<file path="config.mk">
export PLATFORM = sky130hd
export DESIGN_NAME = extirq_pin_ctrl
export DESIGN_NICKNAME = d
export VERILOG_FILES = /design/src/rtl/extirq_pkg.sv /design/src/rtl/extirq_detect.sv /design/src/rtl/extirq_regs.sv /design/src/rtl/extirq_pin_ctrl.sv
export SDC_FILE = /design/constraint.sdc
export NUM_CORES = 1
export LEC_CHECK = 0
export BUFFER_PORTS_ARGS = -buffer_cell sky130_fd_sc_hd__buf_4
export CAP_MARGIN = 25
export CORE_AREA = 3 3 40 42
export CTS_BUF_LIST = sky130_fd_sc_hd__clkbuf_4
export DETAILED_ROUTE_END_ITERATION = 10
export DIE_AREA = 0 0 43 45
export PLACE_DENSITY = 0.61
export SLEW_MARGIN = 25
export SYNTH_ARGS = -nofsm -noshare
export SYNTH_HDL_FRONTEND = slang
export SYNTH_SLANG_ARGS = --single-unit
</file>
<file path="constraint.sdc">
create_clock -name clk -period 1.3 [get_ports clk]
set_input_delay 0 -clock clk [delete_from_list [all_inputs] [get_ports clk]]
set_output_delay 0 -clock clk [all_outputs]
set_load 0.01 [all_outputs]
</file>
<file path="src/rtl/extirq_pkg.sv">
package extirq_pkg;
  localparam int REG_W    = 8;
  localparam int BIT_POL  = 5;
  localparam int BIT_EN   = 4;
  localparam int BIT_FLAG = 3;
  localparam int BIT_ACK  = 2;
  localparam int BIT_IE   = 1;
  localparam int BIT_MODE = 0;

  typedef struct packed {
    logic ackPulse;   // acknowledge written this cycle
    logic cfgSettle;  // polarity/mode changed last cycle: mask edges
    logic pinEn;
    logic polHigh;
    logic levelMode;
  } pinCtl_t;
endpackage

</file>
<file path="src/rtl/extirq_detect.sv">
module extirq_detect
  import extirq_pkg::*;
#(
  parameter int SYNC_STAGES = 2
) (
  input  logic    clk,
  input  logic    rstN,
  input  logic    pinRaw,
  input  pinCtl_t ctl,
  output logic    flagQ
);
  localparam int LAST = SYNC_STAGES - 1;

  logic [LAST:0] syncQ;
  logic pinSync, activeNow, prevActive, edgeHit, levelHit, setEvent;

  generate
    for (genvar i = 0; i < SYNC_STAGES; i++) begin : g_sync
      if (i == 0) begin : g_first
        always_ff @(posedge clk or negedge rstN)
          if (!rstN) syncQ[0] <= 1'b0;
          else       syncQ[0] <= pinRaw;
      end else begin : g_next
        always_ff @(posedge clk or negedge rstN)
          if (!rstN) syncQ[i] <= 1'b0;
          else       syncQ[i] <= syncQ[i-1];
      end
    end
  endgenerate

  assign pinSync   = syncQ[LAST];
  assign activeNow = ctl.polHigh ? pinSync : ~pinSync;
  assign edgeHit   = activeNow & ~prevActive & ~ctl.cfgSettle;
  assign levelHit  = ctl.levelMode & activeNow;
  assign setEvent  = ctl.pinEn & (edgeHit | levelHit);

  always_ff @(posedge clk or negedge rstN) begin
    if (!rstN) begin
      prevActive <= 1'b0;
      flagQ      <= 1'b0;
    end else begin
      prevActive <= activeNow;
      flagQ      <= setEvent | (flagQ & ~ctl.ackPulse);
    end
  end

  // the flag can only rise while the pin function was enabled
  assert_rise_needs_en_R6: assert property (@(posedge clk) disable iff (!rstN)
    $rose(flagQ) |-> $past(ctl.pinEn));

  // edge-only acknowledge with no fresh edge clears the flag
  assert_ack_clears_R5: assert property (@(posedge clk) disable iff (!rstN)
    (ctl.ackPulse && !ctl.levelMode && !edgeHit) |=> !flagQ);

  // an edge colliding with an acknowledge keeps the flag
  assert_edge_beats_ack_R9: assert property (@(posedge clk) disable iff (!rstN)
    (ctl.ackPulse && edgeHit && ctl.pinEn) |=> flagQ);

  // a configuration change alone does not raise the flag in edge mode
  assert_cfg_no_event_R10: assert property (@(posedge clk) disable iff (!rstN)
    (ctl.cfgSettle && !ctl.levelMode) |=> !$rose(flagQ));
endmodule

</file>
<file path="src/rtl/extirq_regs.sv">
module extirq_regs
  import extirq_pkg::*;
(
  input  logic             clk,
  input  logic             rstN,
  input  logic             regSel,
  input  logic             rdEn,
  input  logic             wrEn,
  input  logic [REG_W-1:0] wrData,
  input  logic             flagQ,
  output pinCtl_t          ctl,
  output logic [REG_W-1:0] rdData,
  output logic             irqOut,
  output logic             pullUpEn,
  output logic             pullDnEn
);
  logic wrHit, polHigh, pinEn, intEn, levelMode, cfgSettle;
  logic [REG_W-1:0] regView;

  assign wrHit = regSel & wrEn;

  always_ff @(posedge clk or negedge rstN) begin
    if (!rstN) begin
      polHigh   <= 1'b0;
      pinEn     <= 1'b0;
      intEn     <= 1'b0;
      levelMode <= 1'b0;
      cfgSettle <= 1'b0;
    end else begin
      cfgSettle <= wrHit & ((wrData[BIT_POL] ^ polHigh) | (wrData[BIT_MODE] ^ levelMode));
      if (wrHit) begin
        polHigh   <= wrData[BIT_POL];
        pinEn     <= wrData[BIT_EN];
        intEn     <= wrData[BIT_IE];
        levelMode <= wrData[BIT_MODE];
      end
    end
  end

  always_comb begin
    regView           = '0;
    regView[BIT_POL]  = polHigh;
    regView[BIT_EN]   = pinEn;
    regView[BIT_FLAG] = flagQ;
    regView[BIT_IE]   = intEn;
    regView[BIT_MODE] = levelMode;
  end

  assign rdData = (regSel & rdEn) ? regView : '0;

  assign ctl.ackPulse  = wrHit & wrData[BIT_ACK];
  assign ctl.cfgSettle = cfgSettle;
  assign ctl.pinEn     = pinEn;
  assign ctl.polHigh   = polHigh;
  assign ctl.levelMode = levelMode;

  assign irqOut   = flagQ & intEn;
  assign pullDnEn = pinEn & polHigh;
  assign pullUpEn = pinEn & ~polHigh;

  // pad pulls are mutually exclusive
  assert_pull_excl_R7: assert property (@(posedge clk) disable iff (!rstN)
    !(pullUpEn && pullDnEn));

  // reserved and acknowledge positions read zero
  assert_resv_zero_R2: assert property (@(posedge clk) disable iff (!rstN)
    (regSel && rdEn) |-> (rdData[7:6] == 2'b00 && rdData[BIT_ACK] == 1'b0));
endmodule

</file>
<file path="src/rtl/extirq_pin_ctrl.sv">
module extirq_pin_ctrl
  import extirq_pkg::*;
#(
  parameter int SYNC_STAGES = 2
) (
  input  logic       clk,
  input  logic       rstN,
  input  logic       regSel,
  input  logic       rdEn,
  input  logic       wrEn,
  input  logic [7:0] wrData,
  output logic [7:0] rdData,
  input  logic       pinIn,
  output logic       irqOut,
  output logic       pullUpEn,
  output logic       pullDnEn
);
  pinCtl_t ctl;
  logic    flagQ;

  extirq_regs u_regs (
    .clk(clk), .rstN(rstN), .regSel(regSel), .rdEn(rdEn), .wrEn(wrEn),
    .wrData(wrData), .flagQ(flagQ), .ctl(ctl), .rdData(rdData),
    .irqOut(irqOut), .pullUpEn(pullUpEn), .pullDnEn(pullDnEn)
  );

  extirq_detect #(.SYNC_STAGES(SYNC_STAGES)) u_detect (
    .clk(clk), .rstN(rstN), .pinRaw(pinIn), .ctl(ctl), .flagQ(flagQ)
  );
endmodule

</file>
Word level (Yosys, flattened, before mapping):

Cells that the tools add are included.

* flip-flop bits (word level): 9
* output and inout port bits: 11
* input port bits: 14
* word-level logic and storage cells: 33

* bitwise logic cells: 22
* multiplexer cells: 2

Operators by type and width (count)
* bitwise AND 1 bit: 12
* two-way mux 6 bit: 1
* NOT 1 bit: 5
* bitwise OR 1 bit: 3
* bitwise XOR 1 bit: 2
* two-way mux 1 bit: 1

Longest topological paths before layout:

Gate-level depths: netlist of the first run.

* depth in word-level cells: 7
* mapped depth: 2
* mapped depth without buffers: 2

By module:

A second synthesis of the first run with hierarchy kept.

* cells, all modules: 38
* area, all modules: 469.2 um^2

By module, submodules not included
* extirq_regs: cells each 30, instances 1, area an instance 339.1 um^2
* extirq_detect: cells each 8, instances 1, area an instance 130.1 um^2

Worst setup path before layout of the first run:

OpenSTA, ideal clock, no wires.

* kind: register -> register
* from: register u_regs.polHigh
* to: register u_detect.flagQ
* clock period less this slack: 902 ps
* data required time: 1178 ps
* library setup time: 122 ps
* cell stages (with the launch flop): 3
* path slack: 398 ps
* arrival time: 781 ps
* buffers on the path: 0
* cell sequence: dfrtp_1 -> xnor2_1 -> a32o_1

* word-level cells in the longest chain between the ends: 6
* elaborated cells between the ends (all ways): 7
* classes of those cells: mux (1); bitwise (6)

Ends and longest elaborated chain
* start: declaration: RTL line extirq_regs.sv:17 `logic wrHit, polHigh, pinEn, intEn, levelMode, cfgSettle;`
* start signal: assignment: RTL line extirq_regs.sv:32 `polHigh <= wrData[BIT_POL];`
* two-way mux 1 bit *: RTL line extirq_detect.sv:32 `assign activeNow = ctl.polHigh ? pinSync : ~pinSync;`
* named net u_detect.activeNow: RTL line extirq_detect.sv:15 `logic pinSync, activeNow, prevActive, edgeHit, levelHit, setEvent;`
* bitwise AND 1 bit (2 in series): RTL line extirq_detect.sv:33 `assign edgeHit = activeNow & ~prevActive & ~ctl.cfgSettle;`
* bitwise OR 1 bit *: RTL line extirq_detect.sv:35 `assign setEvent = ctl.pinEn & (edgeHit | levelHit);`
* bitwise AND 1 bit *: RTL line extirq_detect.sv:35
* bitwise OR 1 bit *: RTL line extirq_detect.sv:43 `flagQ <= setEvent | (flagQ & ~ctl.ackPulse);`
* end signal: assignment: RTL line extirq_detect.sv:43
* end: declaration: RTL line extirq_detect.sv:10 `output logic flagQ`

The timed path passes the listed nets; every way through them passes the cells marked *.
A chain may end at the register's enable or synchronous reset.

Worst setup path after layout of the first run:

* from: register u_regs.polHigh
* to: output port pullUpEn

* word-level cells in the longest chain between the ends: 2

Ends and longest elaborated chain
* NOT 1 bit: RTL line extirq_regs.sv:59 `assign pullUpEn = pinEn & ~polHigh;`
* bitwise AND 1 bit: RTL line extirq_regs.sv:59
* end: declaration: RTL line extirq_pin_ctrl.sv:15 `output logic pullUpEn,`

No other way between the ends.

==> impl_metrics.ini, run 1 <==
[grt]
globalRouteTotalUtil_pct = 10.0
grt_antenna_before_repair = 0
grt_first_pass_wirelength_um = 1380
grt_pass1_vias = 346
met2_demand_to_capacity_share_in_global_routing_pct = 16.8
busiest_layer = met2
global_route.overflow_total = 0
globalRouteMet3Util_pct = 2.39
grt_start_max_net_pins = 10
grt_util_met1_pct = 10.4

[synth]
synthDominantCellAreaShare_pct = 55.0
synth.ff_latch_count = 9
synth_xor_xnor_area_share_pct = 6.42
post_synth_fa_ha_maj_area_fraction_pct = 0
yosysWarnings = 0
synthesis.instances = 33
yosysUniqueCellTypes = 15
post_synth_main_area_contributors = sky130_fd_sc_hd__dfrtp_1 (55%), sky130_fd_sc_hd__mux2_2 (11%), sky130_fd_sc_hd__xnor2_1 (6.4%), sky130_fd_sc_hd__and3_1 (6.1%), sky130_fd_sc_hd__buf_4 (5.5%)
synth_async_sr_flop_share_pct = 100
post_synth_most_frequent_cells = sky130_fd_sc_hd__dfrtp_1 (9), sky130_fd_sc_hd__and3_1 (4), sky130_fd_sc_hd__mux2_2 (4), sky130_fd_sc_hd__buf_4 (3), sky130_fd_sc_hd__xnor2_1 (3)
synth.cell_area_um2 = 409
postSynthAreaPerCell_um2 = 12.4
synth_enable_flop_cells = 0
synth_top_family_by_area = simple AND/OR/NAND/NOR gates
post-synth-top-area-cell = sky130_fd_sc_hd__dfrtp_1
synth-seq-area-share_pct = 55.0
muxShareOfSynthArea_pct = 11.0
synth-compound-area-share_pct = 5.50
post_synth_and_or_nand_nor_area_fraction_pct = 15.6
most_instantiated_library_cell_after_synthesis = sky130_fd_sc_hd__dfrtp_1
synth_top_flop_cell = sky130_fd_sc_hd__dfrtp_1

[setup_path]
timing_worst_setup_path_type = flop to output pin
setup.worst_path.end_class = output pin
worst_path_dominant_cell_family = flip-flops
crit_slowest_cell = sky130_fd_sc_hd__dfrtp_1
worst-r2r-cell-count = 2
crit_chain = and2b_2 -> buf_4
startpoint_kind_of_the_worst_setup_timing_path = flop
slowest_delay_ns = 0.45
worstPathArrival_ns = 1.08
total_number_of_cells_along_the_worst_setup_path = 2
critical_path.max_fanout = 6
crit_buf_inv = 1
cp_data_required_time_ns = 1.30

[sta]
hold_viol_final = 0
slew_violations = 0
finalSetupViolCount = 0
fin_skew_ns = 0.000571
layout_setup_ws_ns = 0.223
post-route-min-period_ns = 1.08
setup_repair_after_global_routing_missed_its_margin = false
layout_worst_path_cycle_share_pct = 82.8
tns_setup_ns = 0
maxClockFrequency_mhz = 929

[place]
hpwlAfterDp_um = 631
dpl_worst_slack_ns = 0.303
gpl.final_weighted_congestion = 0.620
buffer_ports.inserted = 18

[final_layout]
fillers = 136
area.growth.synth_to_final_pct = 56.0
drive_above_1_share_pct = 48.3
diodes = 0
num-nets-final = 75

[routing]
drt_pre_antenna_iters = 2
vias = 337
detailedRoute.firstIterationViolations = 6
post_drt_wl_per_cell_um = 10.9
final_antenna_net_count = 0
route.final.wire_length_um = 819
drcViolationCount = 0
vias_per_cell = 4.49

[floorplanning]
die_x_um = 43
starting_density_of_the_core_pct = 31.8
coreArea_mm2 = 0.00128
ios = 25
core.rowCount = 13
die_h_um = 45
floorplan.die_area_mm2 = 0.00194

[power]
worst_ir_drop_vdd_mv = 0.713
clockPowerShare_pct = 29.6
leakage_uw = 0.000322
power_switching_uw = 191
switching_share_pct = 24.6
power_report.internal_total_uw = 583
powerDensity_mw_per_mm2 = 1210
combPwrFrac_pct = 24.7
power_frac_seq_pct = 45.7

[hold_path]
whs_path_depth = 3
timing.hold.worst.class = primary input to flop

[clocking]
htreeDepth = 1
cts-root-buf = sky130_fd_sc_hd__clkbuf_4
cts_buffers = 3
clock_input_transition_at_the_sequential_cells_of_the_worst_setup_and_hold_paths_ns = 0.06
cts_num_sinks = 9
cts_repair_resize_count = 0
insertion_delay_ns = 0.25
cts_tree = done
ctsLongestPathBuffers = 2

[flow_run]
drv_cap = 0

[run_status]
result_of_the_run = complete, no violations
==> worst register-to-register path: cells and delay by family (launching register included) <==
kind	cells	cell delay (ns)
compound gates	1	0.25
xor+xnor	1	0.18
flops	1	0.45
==> worst paths after layout <==
path / startpoint / endpoint / slack (ns)
min reg2reg: u_detect.syncQ[0] / u_detect.pinSync / 0.35
min: wrEn / u_detect.flagQ / 0.07
max in group asynchronous: rstN / u_detect.prevActive / 1.08
min in group asynchronous: rstN / u_detect.pinSync / 0.09
max: u_regs.polHigh / pullUpEn / 0.22
max reg2reg: u_regs.polHigh / u_detect.flagQ / 0.32
==> placed cells by master, fill, tap and decap left out <==
master and count:
sky130_fd_sc_hd__a21oi_1 1, sky130_fd_sc_hd__a32o_1 1, sky130_fd_sc_hd__and2_1 1, sky130_fd_sc_hd__and2_2 1, sky130_fd_sc_hd__and2b_2 1, sky130_fd_sc_hd__and3_1 4
sky130_fd_sc_hd__and3_2 1, sky130_fd_sc_hd__buf_4 18, sky130_fd_sc_hd__clkbuf_4 4, sky130_fd_sc_hd__conb_1 3, sky130_fd_sc_hd__dfrtp_1 9, sky130_fd_sc_hd__dlygate4sd3_1 6
sky130_fd_sc_hd__mux2_2 4, sky130_fd_sc_hd__nand2_1 1, sky130_fd_sc_hd__nand3_1 1, sky130_fd_sc_hd__o21bai_1 1, sky130_fd_sc_hd__xnor2_1 3
==> cell families (layout without fill, tap and decap cells) <==
logic type / after synthesis / in the layout
buffers and inverters: 3 / 28
xor gates and xnor gates: 3 / 3
other: 1 / 3
DFF: 9 / 9
and+or+nand+nor: 10 / 10
muxes: 4 / 4
AOI/OAI and AO/OA: 3 / 3
==> cell type report <==
type                       instances  area [um^2]  area share (%)
tap                               15         18.8            2.94
sequential                         9          225            35.3
timing repair buffer              24          195            30.6
multi-input combinational         23          169            26.5
clock buffer                       4         30.0            4.71
==> registers in the layout, summed over array words and instances (netlist names) <==
name	flops
u_regs.intEn	1
u_detect.syncQ	1
u_regs.levelMode	1
u_regs.cfgSettle	1
u_regs.pinEn	1
u_regs.polHigh	1
u_detect.prevActive	1
u_detect.pinSync	1
u_detect.flagQ	1
==> power by group through the flow <==
stage          Sequential, uW  Combinational, uW  Clock (uW)
3_3_place_gp              358                178           0
4_1_cts                   355                194         244
2_1_floorplan             349                104           0
5_1_grt                   359                212         260
6_report                  354                191         229
3_5_place_dp              360                179           0
==> per-stage QoR <==
stage	util [%]	hold WS [ns]	instances	cell area, um^2	power [uW]
2_1_floorplan	-	-0.296	35	417	453
3_3_place_gp	42.6	-0.172	65	548	537
3_5_place_dp	42.6	-0.170	65	548	540
4_1_cts	49.7	0.0598	75	638	792
5_1_grt	49.7	0.0747	75	638	831
6_report	49.7	0.0660	75	638	773
==> per-layer routing <==
layer	wire, um	share of wire [%]	vias to the layer above
met5	0	0	-
met3	86	11	2
li1	-	-	164
met1	326	40	153
met4	17	2.1	0
met2	389	47	18
==> repair_timing <==
action,CTS,global route
hold buffers,6,0
setup buffers,0,0
endpoints found under the hold margin,14,0
(Power assumes the default switching activity.)
==> run 2, diff against run 1 <==
- clock period: 1.3 -> 1.1 ns (I/O delays scaled with it)
==> impl_metrics.ini, run 2 (synthesis results as in run 1) <==
[setup_path]
r2r_setup_slack_ns = 0.14
worst_path_dominant_cell_family = flip-flops
worstPathArrival_ns = 1.03
cp_data_required_time_ns = 1.10
setup.worst_path.end_class = output pin
slowest_delay_ns = 0.42
crit_buf_inv = 1
critical_path.max_fanout = 6
startpoint_kind_of_the_worst_setup_timing_path = flop
timing_worst_setup_path_type = flop to output pin
timing.rr.start = u_regs.polHigh
crit_chain = and2b_2 -> buf_4
crit_slowest_cell = sky130_fd_sc_hd__dfrtp_2
timing.critical_path.from = u_regs.polHigh

[sta]
slew_violations = 0
layout_worst_path_cycle_share_pct = 93.6
fin_skew_ns = 0.000644
hold_viol_final = 0
finalSetupViolCount = 0
maxClockFrequency_mhz = 971
setup_repair_after_global_routing_missed_its_margin = false
post-route-min-period_ns = 1.03
tns_setup_ns = 0

[floorplanning]
core.rowCount = 13
die_x_um = 43
ios = 25
die_h_um = 45
coreArea_mm2 = 0.00128
starting_density_of_the_core_pct = 31.8
floorplan.die_area_mm2 = 0.00194

[routing]
detailedRoute.firstIterationViolations = 6
vias_per_cell = 4.49
drcViolationCount = 0
route.final.wire_length_um = 820
final_antenna_net_count = 0
drt_pre_antenna_iters = 2
post_drt_wl_per_cell_um = 10.9
vias = 337

[place]
place_inst = 65
buffer_ports.inserted = 18
gpl.final_weighted_congestion = 0.620
hpwlAfterDp_um = 631

[flow_run]
drv_cap = 0

[run_status]
result_of_the_run = complete, no violations

[clocking]
htreeDepth = 1
cts_tree = done
clock_input_transition_at_the_sequential_cells_of_the_worst_setup_and_hold_paths_ns = 0.06
cts_buffers = 3
cts_setup_buffers = 0
cts_num_sinks = 9
cts-root-buf = sky130_fd_sc_hd__clkbuf_4
insertion_delay_ns = 0.25
ctsLongestPathBuffers = 2

[final_layout]
area.growth.synth_to_final_pct = 56.3
drive_above_1_share_pct = 50.0
diodes = 0
final_cell_count_no_fill = 75
layout.cells.most_common = sky130_fd_sc_hd__buf_4
most-common-layout-cells = sky130_fd_sc_hd__buf_4 (18), sky130_fd_sc_hd__dfrtp_1 (8), sky130_fd_sc_hd__dlygate4sd3_1 (6)
final_core_utilization_pct = 49.8
num-nets-final = 75

[grt]
grt_start_max_net_pins = 10
grt_first_pass_wirelength_um = 1380
globalRouteTotalUtil_pct = 10.0
grt_pass1_vias = 346
global_route.overflow_total = 0
grt_antenna_before_repair = 0

[power]
design_power_total_uw = 915
worst_ir_drop_vdd_mv = 0.848
powerDensity_mw_per_mm2 = 1430
leakage_uw = 0.000321

[hold_path]
start_point_of_the_worst_min_delay_path = wrEn
timing.hold.worst.class = primary input to flop
-- run 2: cell type report --
cell class	count	area, um^2
clock buffer	4	30.0
fill	136	646
multi-input combinational	23	169
sequential	9	226
tap	15	18.8
timing repair buffer	24	195
-- run 2: worst paths after layout --
path	to	cells past startpoint
hold reg to reg	u_detect.pinSync	0
setup reg to reg	u_detect.flagQ	2
hold / removal	u_detect.flagQ	3
setup / recovery	pullUpEn	2
min in group asynchronous	u_regs.levelMode	2
max in group asynchronous	u_regs.polHigh	2
-- run 2: repair_timing --
item / 4_1_cts / 5_1_grt
setup endpoints to repair: 1 / 0
hold buffers: 6 / 0
resized for setup: 1 / 0
hold endpoints to repair: 14 / 0
-- run 2: power by group --
part | switching [uW] | leakage (uW) | internal, uW
clock | 107 | 0.0000184 | 164
combinational | 81.4 | 0.000197 | 144
sequential | 37.0 | 0.000105 | 382
-- run 2: per-layer routing --
metal | track usage (%) | share of wire (%) | up-vias
li1 | - | - | 164
met1 | 10.4 | 40 | 153
met2 | 16.8 | 47 | 18
met3 | 2.39 | 10 | 2
met4 | 9.04 | 2.1 | 0
met5 | 0 | 0 | -
-- run 2: worst reg2reg max path, cell delays in order, from the launching register on --
cell and delay, ns:
sky130_fd_sc_hd__dfrtp_2 0.44, sky130_fd_sc_hd__xnor2_1 0.16, sky130_fd_sc_hd__a32o_1 0.25
-- run 2: stage by stage --
step / worst slack [ns] / instance area [um^2] / hold WS (ns)
6_report: 0.0700 / 639 / 0.0659
5_1_grt: 0.0188 / 639 / 0.0747
4_1_cts: 0.0478 / 639 / 0.0598
3_5_place_dp: 0.103 / 548 / -0.170
3_3_place_gp: 0.118 / 548 / -0.172
2_1_floorplan: 0.198 / 417 / -0.296
